--- config.mk ---
export PLATFORM = sky130hd
export DESIGN_NAME = nand_page_ctrl
export DESIGN_NICKNAME = d
export VERILOG_FILES = /design/src/rtl/nfc_pkg.sv /design/src/rtl/nfc_bus_timer.sv /design/src/rtl/nfc_seq.sv /design/src/rtl/nand_page_ctrl.sv
export SDC_FILE = /design/constraint.sdc
export NUM_CORES = 1
export LEC_CHECK = 0
export BUFFER_PORTS_ARGS = -buffer_cell sky130_fd_sc_hd__buf_2
export CAP_MARGIN = 15
export CORE_ASPECT_RATIO = 0.9
export CORE_MARGIN = 2
export CORE_UTILIZATION = 30
export DETAILED_ROUTE_END_ITERATION = 16
export PLACE_DENSITY = 0.59
export SYNTH_ARGS = -nofsm -noshare
export SYNTH_HDL_FRONTEND = slang
export SYNTH_SLANG_ARGS = --single-unit
--- constraint.sdc ---
create_clock -name clk -period 2.33 [get_ports clk]
set_clock_uncertainty 0.2 [all_clocks]
set_input_delay 0.3495 -clock clk [delete_from_list [all_inputs] [get_ports clk]]
set_output_delay 0.3495 -clock clk [all_outputs]
set_load 0.1 [all_outputs]
--- src/rtl/nfc_pkg.sv ---
package nfc_pkg;
  typedef enum logic [1:0] {
    OP_READ   = 2'd0,
    OP_PROG   = 2'd1,
    OP_ERASE  = 2'd2,
    OP_STATUS = 2'd3
  } nfcOp_e;

  // strobes from sequencer to bus timer
  typedef struct packed {
    logic       goWr;
    logic       goRd;
    logic       cle;
    logic       ale;
    logic [7:0] wByte;
  } busReq_t;

  localparam logic [7:0] CMD_READ_LO  = 8'h00;
  localparam logic [7:0] CMD_READ_HI  = 8'h01;
  localparam logic [7:0] CMD_PROG     = 8'h80;
  localparam logic [7:0] CMD_PROG_GO  = 8'h10;
  localparam logic [7:0] CMD_ERASE    = 8'h60;
  localparam logic [7:0] CMD_ERASE_GO = 8'hD0;
  localparam logic [7:0] CMD_STATUS   = 8'h70;
  localparam logic [7:0] CMD_RESET    = 8'hFF;
endpackage

--- src/rtl/nfc_bus_timer.sv ---
module nfc_bus_timer
  import nfc_pkg::*;
#(
  parameter int WE_LOW_CYC  = 10,
  parameter int WE_HIGH_CYC = 5,
  parameter int RE_LOW_CYC  = 10,
  parameter int RE_HIGH_CYC = 5,
  parameter int REA_CYC     = 10
) (
  input  logic       clk,
  input  logic       rstN,
  input  busReq_t    busReq,
  output logic       cycDone,
  output logic [7:0] rdByte,
  output logic       nandCle,
  output logic       nandAle,
  output logic       nandWeN,
  output logic       nandReN,
  output logic [7:0] nandDout,
  output logic       nandDoutEn,
  input  logic [7:0] nandDin
);
  localparam int RD_LOW = (RE_LOW_CYC > REA_CYC) ? RE_LOW_CYC : REA_CYC;
  localparam int MAXW1  = (WE_LOW_CYC > WE_HIGH_CYC) ? WE_LOW_CYC : WE_HIGH_CYC;
  localparam int MAXW2  = (RD_LOW > RE_HIGH_CYC) ? RD_LOW : RE_HIGH_CYC;
  localparam int MAXW   = (MAXW1 > MAXW2) ? MAXW1 : MAXW2;
  localparam int CW     = $clog2(MAXW + 1);

  typedef enum logic [2:0] {PH_IDLE, PH_WLO, PH_WHI, PH_RLO, PH_RHI} phase_e;
  phase_e ph;
  logic [CW-1:0] cnt;

  always_ff @(posedge clk or negedge rstN) begin
    if (!rstN) begin
      ph <= PH_IDLE; cnt <= '0; cycDone <= 1'b0; rdByte <= '0;
      nandCle <= 1'b0; nandAle <= 1'b0; nandWeN <= 1'b1; nandReN <= 1'b1;
      nandDout <= '0; nandDoutEn <= 1'b0;
    end else begin
      cycDone <= 1'b0;
      case (ph)
        PH_IDLE: begin
          if (busReq.goWr) begin
            ph <= PH_WLO; cnt <= CW'(WE_LOW_CYC - 1);
            nandWeN <= 1'b0; nandCle <= busReq.cle; nandAle <= busReq.ale;
            nandDout <= busReq.wByte; nandDoutEn <= 1'b1;
          end else if (busReq.goRd) begin
            ph <= PH_RLO; cnt <= CW'(RD_LOW - 1); nandReN <= 1'b0;
          end
        end
        PH_WLO: begin
          if (cnt == '0) begin
            ph <= PH_WHI; nandWeN <= 1'b1; cnt <= CW'(WE_HIGH_CYC - 1);
          end else cnt <= cnt - 1'b1;
        end
        PH_WHI: begin
          if (cnt == '0) begin
            ph <= PH_IDLE; nandCle <= 1'b0; nandAle <= 1'b0;
            nandDoutEn <= 1'b0; cycDone <= 1'b1;
          end else cnt <= cnt - 1'b1;
        end
        PH_RLO: begin
          if (cnt == '0) begin
            rdByte <= nandDin; nandReN <= 1'b1;
            ph <= PH_RHI; cnt <= CW'(RE_HIGH_CYC - 1);
          end else cnt <= cnt - 1'b1;
        end
        PH_RHI: begin
          if (cnt == '0) begin
            ph <= PH_IDLE; cycDone <= 1'b1;
          end else cnt <= cnt - 1'b1;
        end
        default: ph <= PH_IDLE;
      endcase
    end
  end

  // a new cycle may only be launched while the timer is idle
  assert_launch_idle_R8: assert property (@(posedge clk) disable iff (!rstN)
    (busReq.goWr || busReq.goRd) |-> (ph == PH_IDLE));

  assert_cle_ale_excl_R10: assert property (@(posedge clk) disable iff (!rstN)
    !(nandCle && nandAle));
endmodule

--- src/rtl/nfc_seq.sv ---
module nfc_seq
  import nfc_pkg::*;
#(
  parameter int PAGE_BYTES       = 528,
  parameter int SETTLE_CYC       = 4,
  parameter int BUSY_TIMEOUT_CYC = 750000
) (
  input  logic        clk,
  input  logic        rstN,
  input  logic        reqStart,
  input  logic [1:0]  reqOp,
  input  logic [23:0] reqAddr,
  output logic        reqReady,
  output logic        reqDone,
  output logic [7:0]  reqStatus,
  output logic        reqFail,
  output logic        reqTimeout,
  input  logic [7:0]  wrData,
  input  logic        wrValid,
  output logic        wrReady,
  output logic        rdValid,
  input  logic        rdReady,
  output busReq_t     busReq,
  input  logic        cycDone,
  input  logic [7:0]  rdByte,
  input  logic        nandRb,
  output logic        nandCeN
);
  localparam int BCW  = $clog2(PAGE_BYTES + 1);
  localparam int WMAX = (SETTLE_CYC > BUSY_TIMEOUT_CYC) ? SETTLE_CYC : BUSY_TIMEOUT_CYC;
  localparam int WCW  = $clog2(WMAX + 1);

  typedef enum logic [3:0] {
    S_IDLE, S_CMD1, S_ADDR, S_WDATA, S_CMD2, S_SETTLE, S_WAITRB,
    S_RDATA, S_STCMD, S_STRD, S_RSTCMD, S_DONE
  } state_e;

  state_e st;
  nfcOp_e op;
  logic [23:0] addr;
  logic launched;
  logic [1:0] addrIdx;
  logic [BCW-1:0] byteCnt;
  logic [WCW-1:0] waitCnt;
  logic [7:0] cmd1Byte, cmd2Byte, addrByte;

  always_comb begin
    case (op)
      OP_PROG:  cmd1Byte = CMD_PROG;
      OP_ERASE: cmd1Byte = CMD_ERASE;
      default:  cmd1Byte = addr[8] ? CMD_READ_HI : CMD_READ_LO;
    endcase
    cmd2Byte = (op == OP_ERASE) ? CMD_ERASE_GO : CMD_PROG_GO;
    case (addrIdx)
      2'd0:    addrByte = addr[7:0];
      2'd1:    addrByte = addr[16:9];
      default: addrByte = {1'b0, addr[23:17]};
    endcase
  end

  always_comb begin
    busReq  = '0;
    wrReady = 1'b0;
    case (st)
      S_CMD1:   begin busReq.goWr = !launched; busReq.cle = 1'b1; busReq.wByte = cmd1Byte; end
      S_ADDR:   begin busReq.goWr = !launched; busReq.ale = 1'b1; busReq.wByte = addrByte; end
      S_WDATA:  begin
        busReq.goWr = !launched && wrValid; busReq.wByte = wrData;
        wrReady = !launched && wrValid;
      end
      S_CMD2:   begin busReq.goWr = !launched; busReq.cle = 1'b1; busReq.wByte = cmd2Byte; end
      S_STCMD:  begin busReq.goWr = !launched; busReq.cle = 1'b1; busReq.wByte = CMD_STATUS; end
      S_RSTCMD: begin busReq.goWr = !launched; busReq.cle = 1'b1; busReq.wByte = CMD_RESET; end
      S_STRD:   busReq.goRd = !launched;
      S_RDATA:  busReq.goRd = !launched && !rdValid;
      default:  ;
    endcase
  end

  assign reqReady = (st == S_IDLE);
  assign reqDone  = (st == S_DONE);
  assign nandCeN  = (st == S_IDLE);

  always_ff @(posedge clk or negedge rstN) begin
    if (!rstN) begin
      st <= S_IDLE; op <= OP_READ; addr <= '0; launched <= 1'b0;
      addrIdx <= '0; byteCnt <= '0; waitCnt <= '0; rdValid <= 1'b0;
      reqStatus <= '0; reqFail <= 1'b0; reqTimeout <= 1'b0;
    end else begin
      if (busReq.goWr || busReq.goRd) launched <= 1'b1;
      if (cycDone) launched <= 1'b0;
      case (st)
        S_IDLE: if (reqStart) begin
          op <= nfcOp_e'(reqOp); addr <= reqAddr;
          reqStatus <= '0; reqFail <= 1'b0; reqTimeout <= 1'b0;
          st <= (nfcOp_e'(reqOp) == OP_STATUS) ? S_STCMD : S_CMD1;
        end
        S_CMD1: if (cycDone) begin
          st <= S_ADDR;
          addrIdx <= (op == OP_ERASE) ? 2'd1 : 2'd0;
        end
        S_ADDR: if (cycDone) begin
          if (addrIdx == 2'd2) begin
            byteCnt <= '0; waitCnt <= '0;
            case (op)
              OP_PROG:  st <= S_WDATA;
              OP_ERASE: st <= S_CMD2;
              default:  st <= S_SETTLE;
            endcase
          end else addrIdx <= addrIdx + 1'b1;
        end
        S_WDATA: if (cycDone) begin
          if (byteCnt == BCW'(PAGE_BYTES - 1)) st <= S_CMD2;
          else byteCnt <= byteCnt + 1'b1;
        end
        S_CMD2: if (cycDone) begin st <= S_SETTLE; waitCnt <= '0; end
        S_SETTLE: begin
          if (waitCnt == WCW'(SETTLE_CYC - 1)) begin st <= S_WAITRB; waitCnt <= '0; end
          else waitCnt <= waitCnt + 1'b1;
        end
        S_WAITRB: begin
          if (nandRb) begin
            st <= (op == OP_READ) ? S_RDATA : S_STCMD; byteCnt <= '0;
          end else if (waitCnt == WCW'(BUSY_TIMEOUT_CYC - 1)) st <= S_RSTCMD;
          else waitCnt <= waitCnt + 1'b1;
        end
        S_RDATA: begin
          if (cycDone) rdValid <= 1'b1;
          if (rdValid && rdReady) begin
            rdValid <= 1'b0;
            if (byteCnt == BCW'(PAGE_BYTES - 1)) st <= S_DONE;
            else byteCnt <= byteCnt + 1'b1;
          end
        end
        S_STCMD: if (cycDone) st <= S_STRD;
        S_STRD: if (cycDone) begin
          reqStatus <= rdByte;
          reqFail <= rdByte[0] && (op != OP_STATUS);
          st <= S_DONE;
        end
        S_RSTCMD: if (cycDone) begin reqTimeout <= 1'b1; st <= S_DONE; end
        S_DONE: st <= S_IDLE;
        default: st <= S_IDLE;
      endcase
    end
  end

  assert_rd_hold_R7: assert property (@(posedge clk) disable iff (!rstN)
    (rdValid && !rdReady) |=> (rdValid && $stable(rdByte)));

  assert_done_pulse_R11: assert property (@(posedge clk) disable iff (!rstN)
    reqDone |=> !reqDone);

  assert_ce_idle_R10: assert property (@(posedge clk) disable iff (!rstN)
    reqReady |-> (nandCeN && !busReq.goWr && !busReq.goRd));
endmodule

--- src/rtl/nand_page_ctrl.sv ---
module nand_page_ctrl
  import nfc_pkg::*;
#(
  parameter int PAGE_BYTES       = 528,
  parameter int WE_LOW_CYC       = 10,
  parameter int WE_HIGH_CYC      = 5,
  parameter int RE_LOW_CYC       = 10,
  parameter int RE_HIGH_CYC      = 5,
  parameter int REA_CYC          = 10,
  parameter int SETTLE_CYC       = 4,
  parameter int BUSY_TIMEOUT_CYC = 750000
) (
  input  logic        clk,
  input  logic        rstN,
  input  logic        reqStart,
  input  logic [1:0]  reqOp,
  input  logic [23:0] reqAddr,
  output logic        reqReady,
  output logic        reqDone,
  output logic [7:0]  reqStatus,
  output logic        reqFail,
  output logic        reqTimeout,
  input  logic [7:0]  wrData,
  input  logic        wrValid,
  output logic        wrReady,
  output logic [7:0]  rdData,
  output logic        rdValid,
  input  logic        rdReady,
  output logic        nandCeN,
  output logic        nandCle,
  output logic        nandAle,
  output logic        nandWeN,
  output logic        nandReN,
  output logic [7:0]  nandDout,
  output logic        nandDoutEn,
  input  logic [7:0]  nandDin,
  input  logic        nandRb
);
  busReq_t busReq;
  logic cycDone;

  nfc_seq #(
    .PAGE_BYTES(PAGE_BYTES), .SETTLE_CYC(SETTLE_CYC),
    .BUSY_TIMEOUT_CYC(BUSY_TIMEOUT_CYC)
  ) u_seq (
    .clk(clk), .rstN(rstN), .reqStart(reqStart), .reqOp(reqOp), .reqAddr(reqAddr),
    .reqReady(reqReady), .reqDone(reqDone), .reqStatus(reqStatus), .reqFail(reqFail),
    .reqTimeout(reqTimeout), .wrData(wrData), .wrValid(wrValid), .wrReady(wrReady),
    .rdValid(rdValid), .rdReady(rdReady), .busReq(busReq), .cycDone(cycDone),
    .rdByte(rdData), .nandRb(nandRb), .nandCeN(nandCeN)
  );

  nfc_bus_timer #(
    .WE_LOW_CYC(WE_LOW_CYC), .WE_HIGH_CYC(WE_HIGH_CYC), .RE_LOW_CYC(RE_LOW_CYC),
    .RE_HIGH_CYC(RE_HIGH_CYC), .REA_CYC(REA_CYC)
  ) u_timer (
    .clk(clk), .rstN(rstN), .busReq(busReq), .cycDone(cycDone), .rdByte(rdData),
    .nandCle(nandCle), .nandAle(nandAle), .nandWeN(nandWeN), .nandReN(nandReN),
    .nandDout(nandDout), .nandDoutEn(nandDoutEn), .nandDin(nandDin)
  );
endmodule

==> results of run 1 <==
final timing paths:
check	depth (start not counted)	slack, ns	start	endpoint
worst min register to register	1	0.28	u_seq.byteCnt[9]	u_seq.byteCnt[9]
max in group asynchronous	3	1.08	rstN	u_timer.nandDout[3]
min in group asynchronous	3	0.39	rstN	u_timer.rdByte[6]
worst max-delay path	7	-0.07	u_seq.st[0]	u_seq.byteCnt[5]
worst max register to register	7	-0.07	u_seq.st[0]	u_seq.byteCnt[5]
worst min-delay path	2	0.02	reqAddr[6]	u_seq.addr[6]
cell type report:
type / count / area [um^2]
Clock buffer: 9 / 225
Fill cell: 1845 / 10700
Sequential cell: 103 / 2590
Clock inverter: 7 / 62.6
Tap cell: 245 / 307
Inverter: 15 / 56.3
Timing Repair Buffer: 186 / 1330
Multi-Input combinational cell: 451 / 2990
state kept, by name, indices dropped and copies added (netlist names), 2 cells and up:
| name | count |
|---|---|
| u_timer.rdByte | 8 |
| u_seq.waitCnt | 20 |
| u_seq.byteCnt | 10 |
| u_timer.nandDout | 8 |
| u_timer.cnt | 4 |
| u_seq.st | 4 |
| u_seq.op | 2 |
| u_seq.reqStatus | 8 |
| u_seq.addr | 24 |
| u_timer.ph | 3 |
| u_seq.addrIdx | 2 |
through the flow:
step                cells  setup WS, ns  total power, mW  util (%)  TNS, ns
floorplan             606        -0.643             4.76         -   -21.81
global placement      982       -0.0394             5.94      37.9   -0.228
detailed placement    982        -0.196             5.96      37.9    -2.33
CTS                  1011       -0.0326             7.62      40.8   -0.112
global route         1016        -0.164             8.24      41.4    -3.50
finish               1016       -0.0683             7.75      41.4   -0.392
power breakdown:
group / leakage (nW) / switching (mW) / internal [mW]
logic: 1.98 / 2.25 / 1.60
registers: 1.28 / 0.248 / 2.18
clock network: 0.144 / 0.732 / 0.751
timing repair:
action / in CTS / in global routing
gates cloned: 1 / 2
setup endpoints to repair: 42 / 46
pin swaps: 3 / 6
endpoints found under the hold margin: 110 / 0
buffers inserted: 2 / 3
hold buffers: 10 / 0
gates resized for setup: 26 / 28
cell usage after synthesis, types with 3 or more instances:
cell | instances | share of area (%)
nand2b_1 | 8 | 0.90
buf_2 | 7 | 0.63
inv_1 | 14 | 0.95
nand4_1 | 9 | 1.0
and3_1 | 4 | 0.45
clkbuf_1 | 27 | 1.8
ha_1 | 11 | 2.5
a211oi_1 | 8 | 1.1
a21o_1 | 3 | 0.41
o22ai_1 | 3 | 0.34
or4_1 | 3 | 0.41
xor2_1 | 8 | 1.3
mux2_2 | 28 | 5.7
dfrtp_1 | 101 | 46
a21oi_1 | 38 | 3.4
xnor2_1 | 11 | 1.7
or3_1 | 5 | 0.56
nor2_1 | 61 | 4.1
nor2b_1 | 5 | 0.56
nor3_1 | 15 | 1.4
a22o_1 | 4 | 0.63
o21ai_0 | 42 | 3.8
nand3_1 | 20 | 1.8
nand3b_1 | 5 | 0.68
buf_1 | 3 | 0.20
nor3b_1 | 6 | 0.81
a211o_1 | 3 | 0.47
a22oi_1 | 9 | 1.2
a31oi_1 | 8 | 0.90
nor4_1 | 9 | 1.0
o31ai_1 | 9 | 1.2
nand2_1 | 79 | 5.3
cell families after synthesis:
kind of cell | after synthesis | share of synthesized area [%]
muxes | 30 | 6.05
AOI/OAI and AO/OA | 141 | 15.7
adders and majority gates | 11 | 2.48
DFF | 103 | 46.5
buffers and inverters | 53 | 3.81
and+or+nand+nor | 249 | 22.4
xor gates and xnor gates | 19 | 3.00
worst max-delay path: cells and delay by family, from the launching register on:
kind                   cells  cell delay (ns)
AND/OR/NAND/NOR            3             0.91
flip-flops                 1             0.45
AO/OA/AOI/OAI              3             0.60
buffers and inverters      1             0.16
routing by layer:
metal / vias to the layer above / track usage [%] / part of all wire (%)
met1: 2409 / 23.1 / 50
li1: 2487 / - / -
met5: - / 0 / 0
met3: 10 / 3.14 / 5.4
met4: 0 / 3.10 / 0.83
met2: 137 / 22.5 / 44
==> impl_metrics.env, run 1 <==
export IMPL_powerDensity_nw_per_um2=1030
export IMPL_postRouteWirelength_um=15000
export IMPL_first_pass_iters=5
export IMPL_timing_final_crit_share_pct=103
export IMPL_die_h_um=133
export IMPL_mostFrequentLayoutCells="dfrtp_1 (97), buf_4 (86), buf_2 (79), nand2_1 (77), nor2_1 (58)"
export IMPL_seq_area_frac_synth_pct=46.5
export IMPL_grt_ovfl_total=0
export IMPL_final_area_um2=7550
export IMPL_post_dp_cell_area_um2=6900
export IMPL_slew_viol_final=0
export IMPL_status="finished with violations"
export IMPL_grt_max_degree=104
export IMPL_holdWs_ns=0.0225
export IMPL_synth_edff_count=0
export IMPL_antenna_found_initial=1
export IMPL_clockRootBuffer="clkbuf_16"
export IMPL_rows=47
export IMPL_dieWidth_um=147
export IMPL_worstMarginPinSlew_ns=0.584
export IMPL_dp_hpwl_um=10400
export IMPL_drt_wirelength_per_cell_um=14.8
export IMPL_setup_viol_count_final=8
export IMPL_fin_ws_ns=-0.0683
export IMPL_cp_slowest_stage_delay_ns=0.45
export IMPL_drv_cap=0
export IMPL_violations="negative setup slack"
export IMPL_fin_crit_ns=2.40
export IMPL_dieArea_um2=19600
export IMPL_clockBufferDepth=2
export IMPL_area_growth_syn_to_layout_pct=36.2
export IMPL_endpoint_kind="register"
export IMPL_gp_congestion=0.850
export IMPL_final_net_count=825
export IMPL_crit_type="register to register"
export IMPL_clk_pin_slew_ns=0.08
export IMPL_async_flop_share_pct=100
export IMPL_ys_types=63
export IMPL_final_common_cell="dfrtp_1"
export IMPL_n_antenna_cell=0
export IMPL_first_iter_violations=360
export IMPL_synth_seq_cells=103
export IMPL_grt_pass1_vias=4681
export IMPL_relSlewSlack_pct=61.1
export IMPL_via_per_inst=4.96
export IMPL_critPathRequiredTime_ns=2.39
export IMPL_path_cells="and4bb_4 -> a22o_1 -> o21bai_1 -> or4_1 -> or2_4 -> buf_4 -> o31ai_2"
export IMPL_cts_tree="built"
export IMPL_cts_sinks=103
export IMPL_cts_htree_levels=3
export IMPL_ant_nets=0
export IMPL_hp_class="input port to register"
export IMPL_drc=0
export IMPL_vias=5043
export IMPL_numCtsBuffers=9
export IMPL_cp_start_kind="register"
export IMPL_arrival_ns=2.46
export IMPL_syn_nets=665
export IMPL_p_leak_nw=3.40
export IMPL_yosys_warnings=0
export IMPL_gr_usage_all_layers_pct=15.3
export IMPL_core_area_um2=18200
export IMPL_rsz0062_at_grt="true"
export IMPL_ys_flop_type="dfrtp_1"
export IMPL_drive_gt1_share_pct=35.0
export IMPL_cp_max_fo=7
export IMPL_clock_latency_ns=0.35
export IMPL_grt_pass1_wl_um=24600
export IMPL_netlist_instances=606
export IMPL_syn_area_per_cell_um2=9.15
export IMPL_fmax_ghz=0.417
export IMPL_synth_area_um2=5550
export IMPL_hold_viol_final=0
export IMPL_cp_slowest_cell="dfrtp_2"
export IMPL_io_buffers=83
export IMPL_io_pins=84
export IMPL_vdd_drop_max_mv=0.507
export IMPL_start_util_pct=30.4
(Power assumes the default switching activity.)
==> inputs of run 2 (changes only) <==
Settings changed: CORE_UTILIZATION 30 to 37, PLACE_DENSITY 0.59 to 0.68, SYNTH_HIERARCHICAL set to 1.
==> run 2 against run 1 <==
Compared with the run above: the run still ends with negative setup slack left; register-to-register slack worse by 0.14 ns; sequential power is 12% higher; clock power about the same; combinational power up 38%; critical path depth is 2 lower; final area decreased by 1.1%; total power rose by 22%; die area decreased by 17%; first-iteration DRC count grew 0.28%; synthesized cell count decreased by 4.1%; maximum frequency down 5.6%; critical path type unchanged; critical endpoint is now u_seq/st[2]; largest cell class unchanged; largest power group unchanged.
==> impl_metrics.env, run 2 <==
export IMPL_async_flop_share_pct=100
export IMPL_rows=42
export IMPL_timing_final_crit_share_pct=109
export IMPL_n_antenna_cell=0
export IMPL_first_pass_iters=5
export IMPL_worstMarginPinSlew_ns=0.859
export IMPL_numCtsBuffers=9
export IMPL_p_clk_share_pct=15.6
export IMPL_violations="negative setup slack"
export IMPL_r2r_start="u_seq/waitCnt[9]"
export IMPL_io_pins=84
export IMPL_multiInputGateArea_um2=3070
export IMPL_die_h_um=121
export IMPL_reg2reg_slack_ns=-0.21
export IMPL_synthAdderAreaFrac_pct=2.87
export IMPL_core_area_um2=14900
export IMPL_netlist_instances=581
export IMPL_post_route_util_pct=50.3
export IMPL_ys_types=65
export IMPL_p_leak_nw=3.33
export IMPL_antenna_found_initial=0
export IMPL_fin_ws_ns=-0.210
export IMPL_intPower_mw=5.11
export IMPL_synth_simple_area_share_pct=20.5
export IMPL_synthXorXnorAreaFrac_pct=0.154
export IMPL_clock_latency_ns=0.36
export IMPL_synth_top_area_share_pct=44.6
export IMPL_cts_tree="built"
export IMPL_cts_sinks=103
export IMPL_mostFrequentLayoutCells="dfrtp_1 (98), buf_4 (83), buf_2 (78), a21oi_1 (46)"
export IMPL_synth_seq_cells=103
export IMPL_synth_area_um2=5670
export IMPL_crit_type="register to register"
export IMPL_yosysMostFrequentCell="dfrtp_1"
export IMPL_drv_cap=0
export IMPL_postRouteWirelength_um=15500
export IMPL_hp_class="input port to register"
export IMPL_synth_compound_area_share_pct=18.8
export IMPL_endpoint="u_seq/st[2]"
export IMPL_post_dp_cell_area_um2=6970
export IMPL_grt_pass1_vias=5050
export IMPL_n_fill_cell=1301
export IMPL_status="finished with violations"
export IMPL_syn_nets=642
export IMPL_grt_ovfl_total=0
export IMPL_rsz0062_at_grt="true"
export IMPL_yosys_area_top_type="dfrtp_1"
export IMPL_first_iter_violations=361
export IMPL_drc=0
export IMPL_setup_viol_count_final=6
export IMPL_endpoint_kind="register"
export IMPL_dieArea_um2=16300
export IMPL_area_growth_syn_to_layout_pct=31.7
export IMPL_start_util_pct=38.1
export IMPL_ant_nets=0
export IMPL_clockBufferDepth=2
export IMPL_power_frac_comb_pct=55.9
export IMPL_final_area_um2=7470
export IMPL_pre_cts_ws_ns=-0.192
export IMPL_grt_max_degree=45
export IMPL_rr_worst_depth=5
export IMPL_regMostFlops="u_seq/addr"
export IMPL_fmax_ghz=0.394
export IMPL_sw_frac_of_total_pct=46.0
export IMPL_relSlewSlack_pct=42.7
export IMPL_synth_edff_count=0
export IMPL_seq_area_frac_synth_pct=45.5
export IMPL_cp_start_kind="register"
export IMPL_clk_pin_slew_ns=0.08
export IMPL_register_area_um2=2580
export IMPL_vias=5265
export IMPL_finalSetupTns_ns=-1.03
export IMPL_yosys_warnings=6
export IMPL_largest_reg_flops=24
export IMPL_crit_start="u_seq/waitCnt[9]"
export IMPL_syn_area_per_cell_um2=9.76
export IMPL_final_common_cell="dfrtp_1"
export IMPL_fin_crit_ns=2.54
export IMPL_largestRegisters="u_seq/addr (24), u_seq/waitCnt (20), u_seq/byteCnt (10)"
export IMPL_drive_gt1_share_pct=38.6
export IMPL_gp_congestion=0.922
export IMPL_synth_area_mux_share_pct=8.78
export IMPL_r2r_end="u_seq/st[2]"
export IMPL_synth_top_family_by_area="simple AND/OR/NAND/NOR gates"
export IMPL_synthTopCellsByCount="dfrtp_1 (101), a21oi_1 (51), nand2_1 (44)"
export IMPL_via_per_inst=5.64
export IMPL_seqPwrFrac_pct=28.5
export IMPL_io_buffers=83
export IMPL_final_net_count=792
export IMPL_drt_wirelength_per_cell_um=16.6
export IMPL_vdd_drop_max_mv=0.899
export IMPL_yosys_top_cells_area="dfrtp_1 (45%), mux2_2 (8.3%), a21oi_1 (4.5%), nand2_1 (2.9%), ha_1 (2.9%)"
export IMPL_arrival_ns=2.58
export IMPL_ys_flop_type="dfrtp_1"
export IMPL_gr_usage_all_layers_pct=19.3
export IMPL_p_sw_mw=4.36
export IMPL_cts_htree_levels=3
export IMPL_cp_max_fo=3
export IMPL_powerDensity_nw_per_um2=1270
export IMPL_clockRootBuffer="clkbuf_16"
export IMPL_dieWidth_um=135
export IMPL_critPathRequiredTime_ns=2.37
export IMPL_dp_hpwl_um=11400
export IMPL_grt_pass1_wl_um=25300
export IMPL_slew_viol_final=0
export IMPL_holdWs_ns=0.0168
export IMPL_hold_viol_final=0
run 2: cell types whose count changed in the layout (fill, tap and decap cells not counted), moves of 9 or more:
| cell | change |
|---|---|
| nand2_1 | -35 |
| or4_1 | +14 |
| o31ai_1 | +16 |
| nor2_1 | -24 |
| a22o_1 | +10 |
| dlygate4sd3_1 | -9 |
| a21oi_1 | +9 |
| xnor2_1 | -10 |
| mux2_2 | +14 |
run 2: what timing repair did:
action,CTS,global route
setup endpoints to repair,30,58
hold buffers,1,0
buffers inserted,3,5
pin swaps,2,7
gates resized for setup,10,27
gates cloned,0,1
hold endpoints to repair,101,0
run 2: worst max-delay path, cell delays in order, from the launching register on:
cell      delay (ns)
dfrtp_1         0.39
or4_4           0.55
nor4_4          0.29
a211oi_2        0.13
or4_4           0.56
mux2_4          0.31
run 2: stage by stage:
| step | std cells | power, mW |
|---|---|---|
| floorplan | 581 | 6.11 |
| global placement | 911 | 7.51 |
| detailed placement | 911 | 7.64 |
| CTS | 931 | 9.23 |
| global route | 934 | 10.0 |
| finish | 934 | 9.46 |
run 2: routing by layer:
| layer | GRT usage [%] | part of all wire, % | wire (um) | vias up |
|---|---|---|---|---|
| met2 | 31.2 | 48 | 7490 | 165 |
| met1 | 25.7 | 44 | 6800 | 2605 |
| li1 | - | - | - | 2470 |
| met3 | 3.88 | 6.0 | 927 | 25 |
| met5 | 0 | 0 | 0 | - |
| met4 | 6.84 | 2.1 | 325 | 0 |
run 2: power by group through the flow:
stage               Clock [mW]  Combinational [mW]  Sequential (mW)
global route              1.58                5.66             2.77
floorplan                    0                2.53             3.58
global placement             0                4.83             2.68
finish                    1.48                5.29             2.70
detailed placement           0                4.93             2.71
CTS                       1.50                5.04             2.68
run 2: how the worst min path moves through the flow:
stage,start,to,slack (ns),cells after the start
after floorplan,rstN,u_seq/addrIdx[0],-0.15,0
after global placement,rstN,u_seq/addr[0],0.01,1
after detailed placement,rstN,u_seq/addr[9],0.01,1
after CTS,rdReady,u_seq/rdValid,0.009,2
after global routing,reqAddr[21],u_seq/addr[21],0.01,2
final,nandDin[3],u_timer/rdByte[3],0.02,2
run 2: cell type report:
type / count / share of cell area, %
multi-input combinational: 429 / 41.0
sequential: 103 / 34.6
inverter: 15 / 0.753
timing repair buffer: 173 / 16.5
tap: 198 / 3.31
clock buffer: 9 / 3.01
clock inverter: 7 / 0.837
run 2: logic make-up after synthesis:
family / count (synthesis)
adder cells (fa/ha/maj): 13
XOR/XNOR: 1
AND/OR/NAND/NOR: 210
AO/OA/AOI/OAI: 161
flip-flops: 103
buffers and inverters: 49
multiplexers: 44
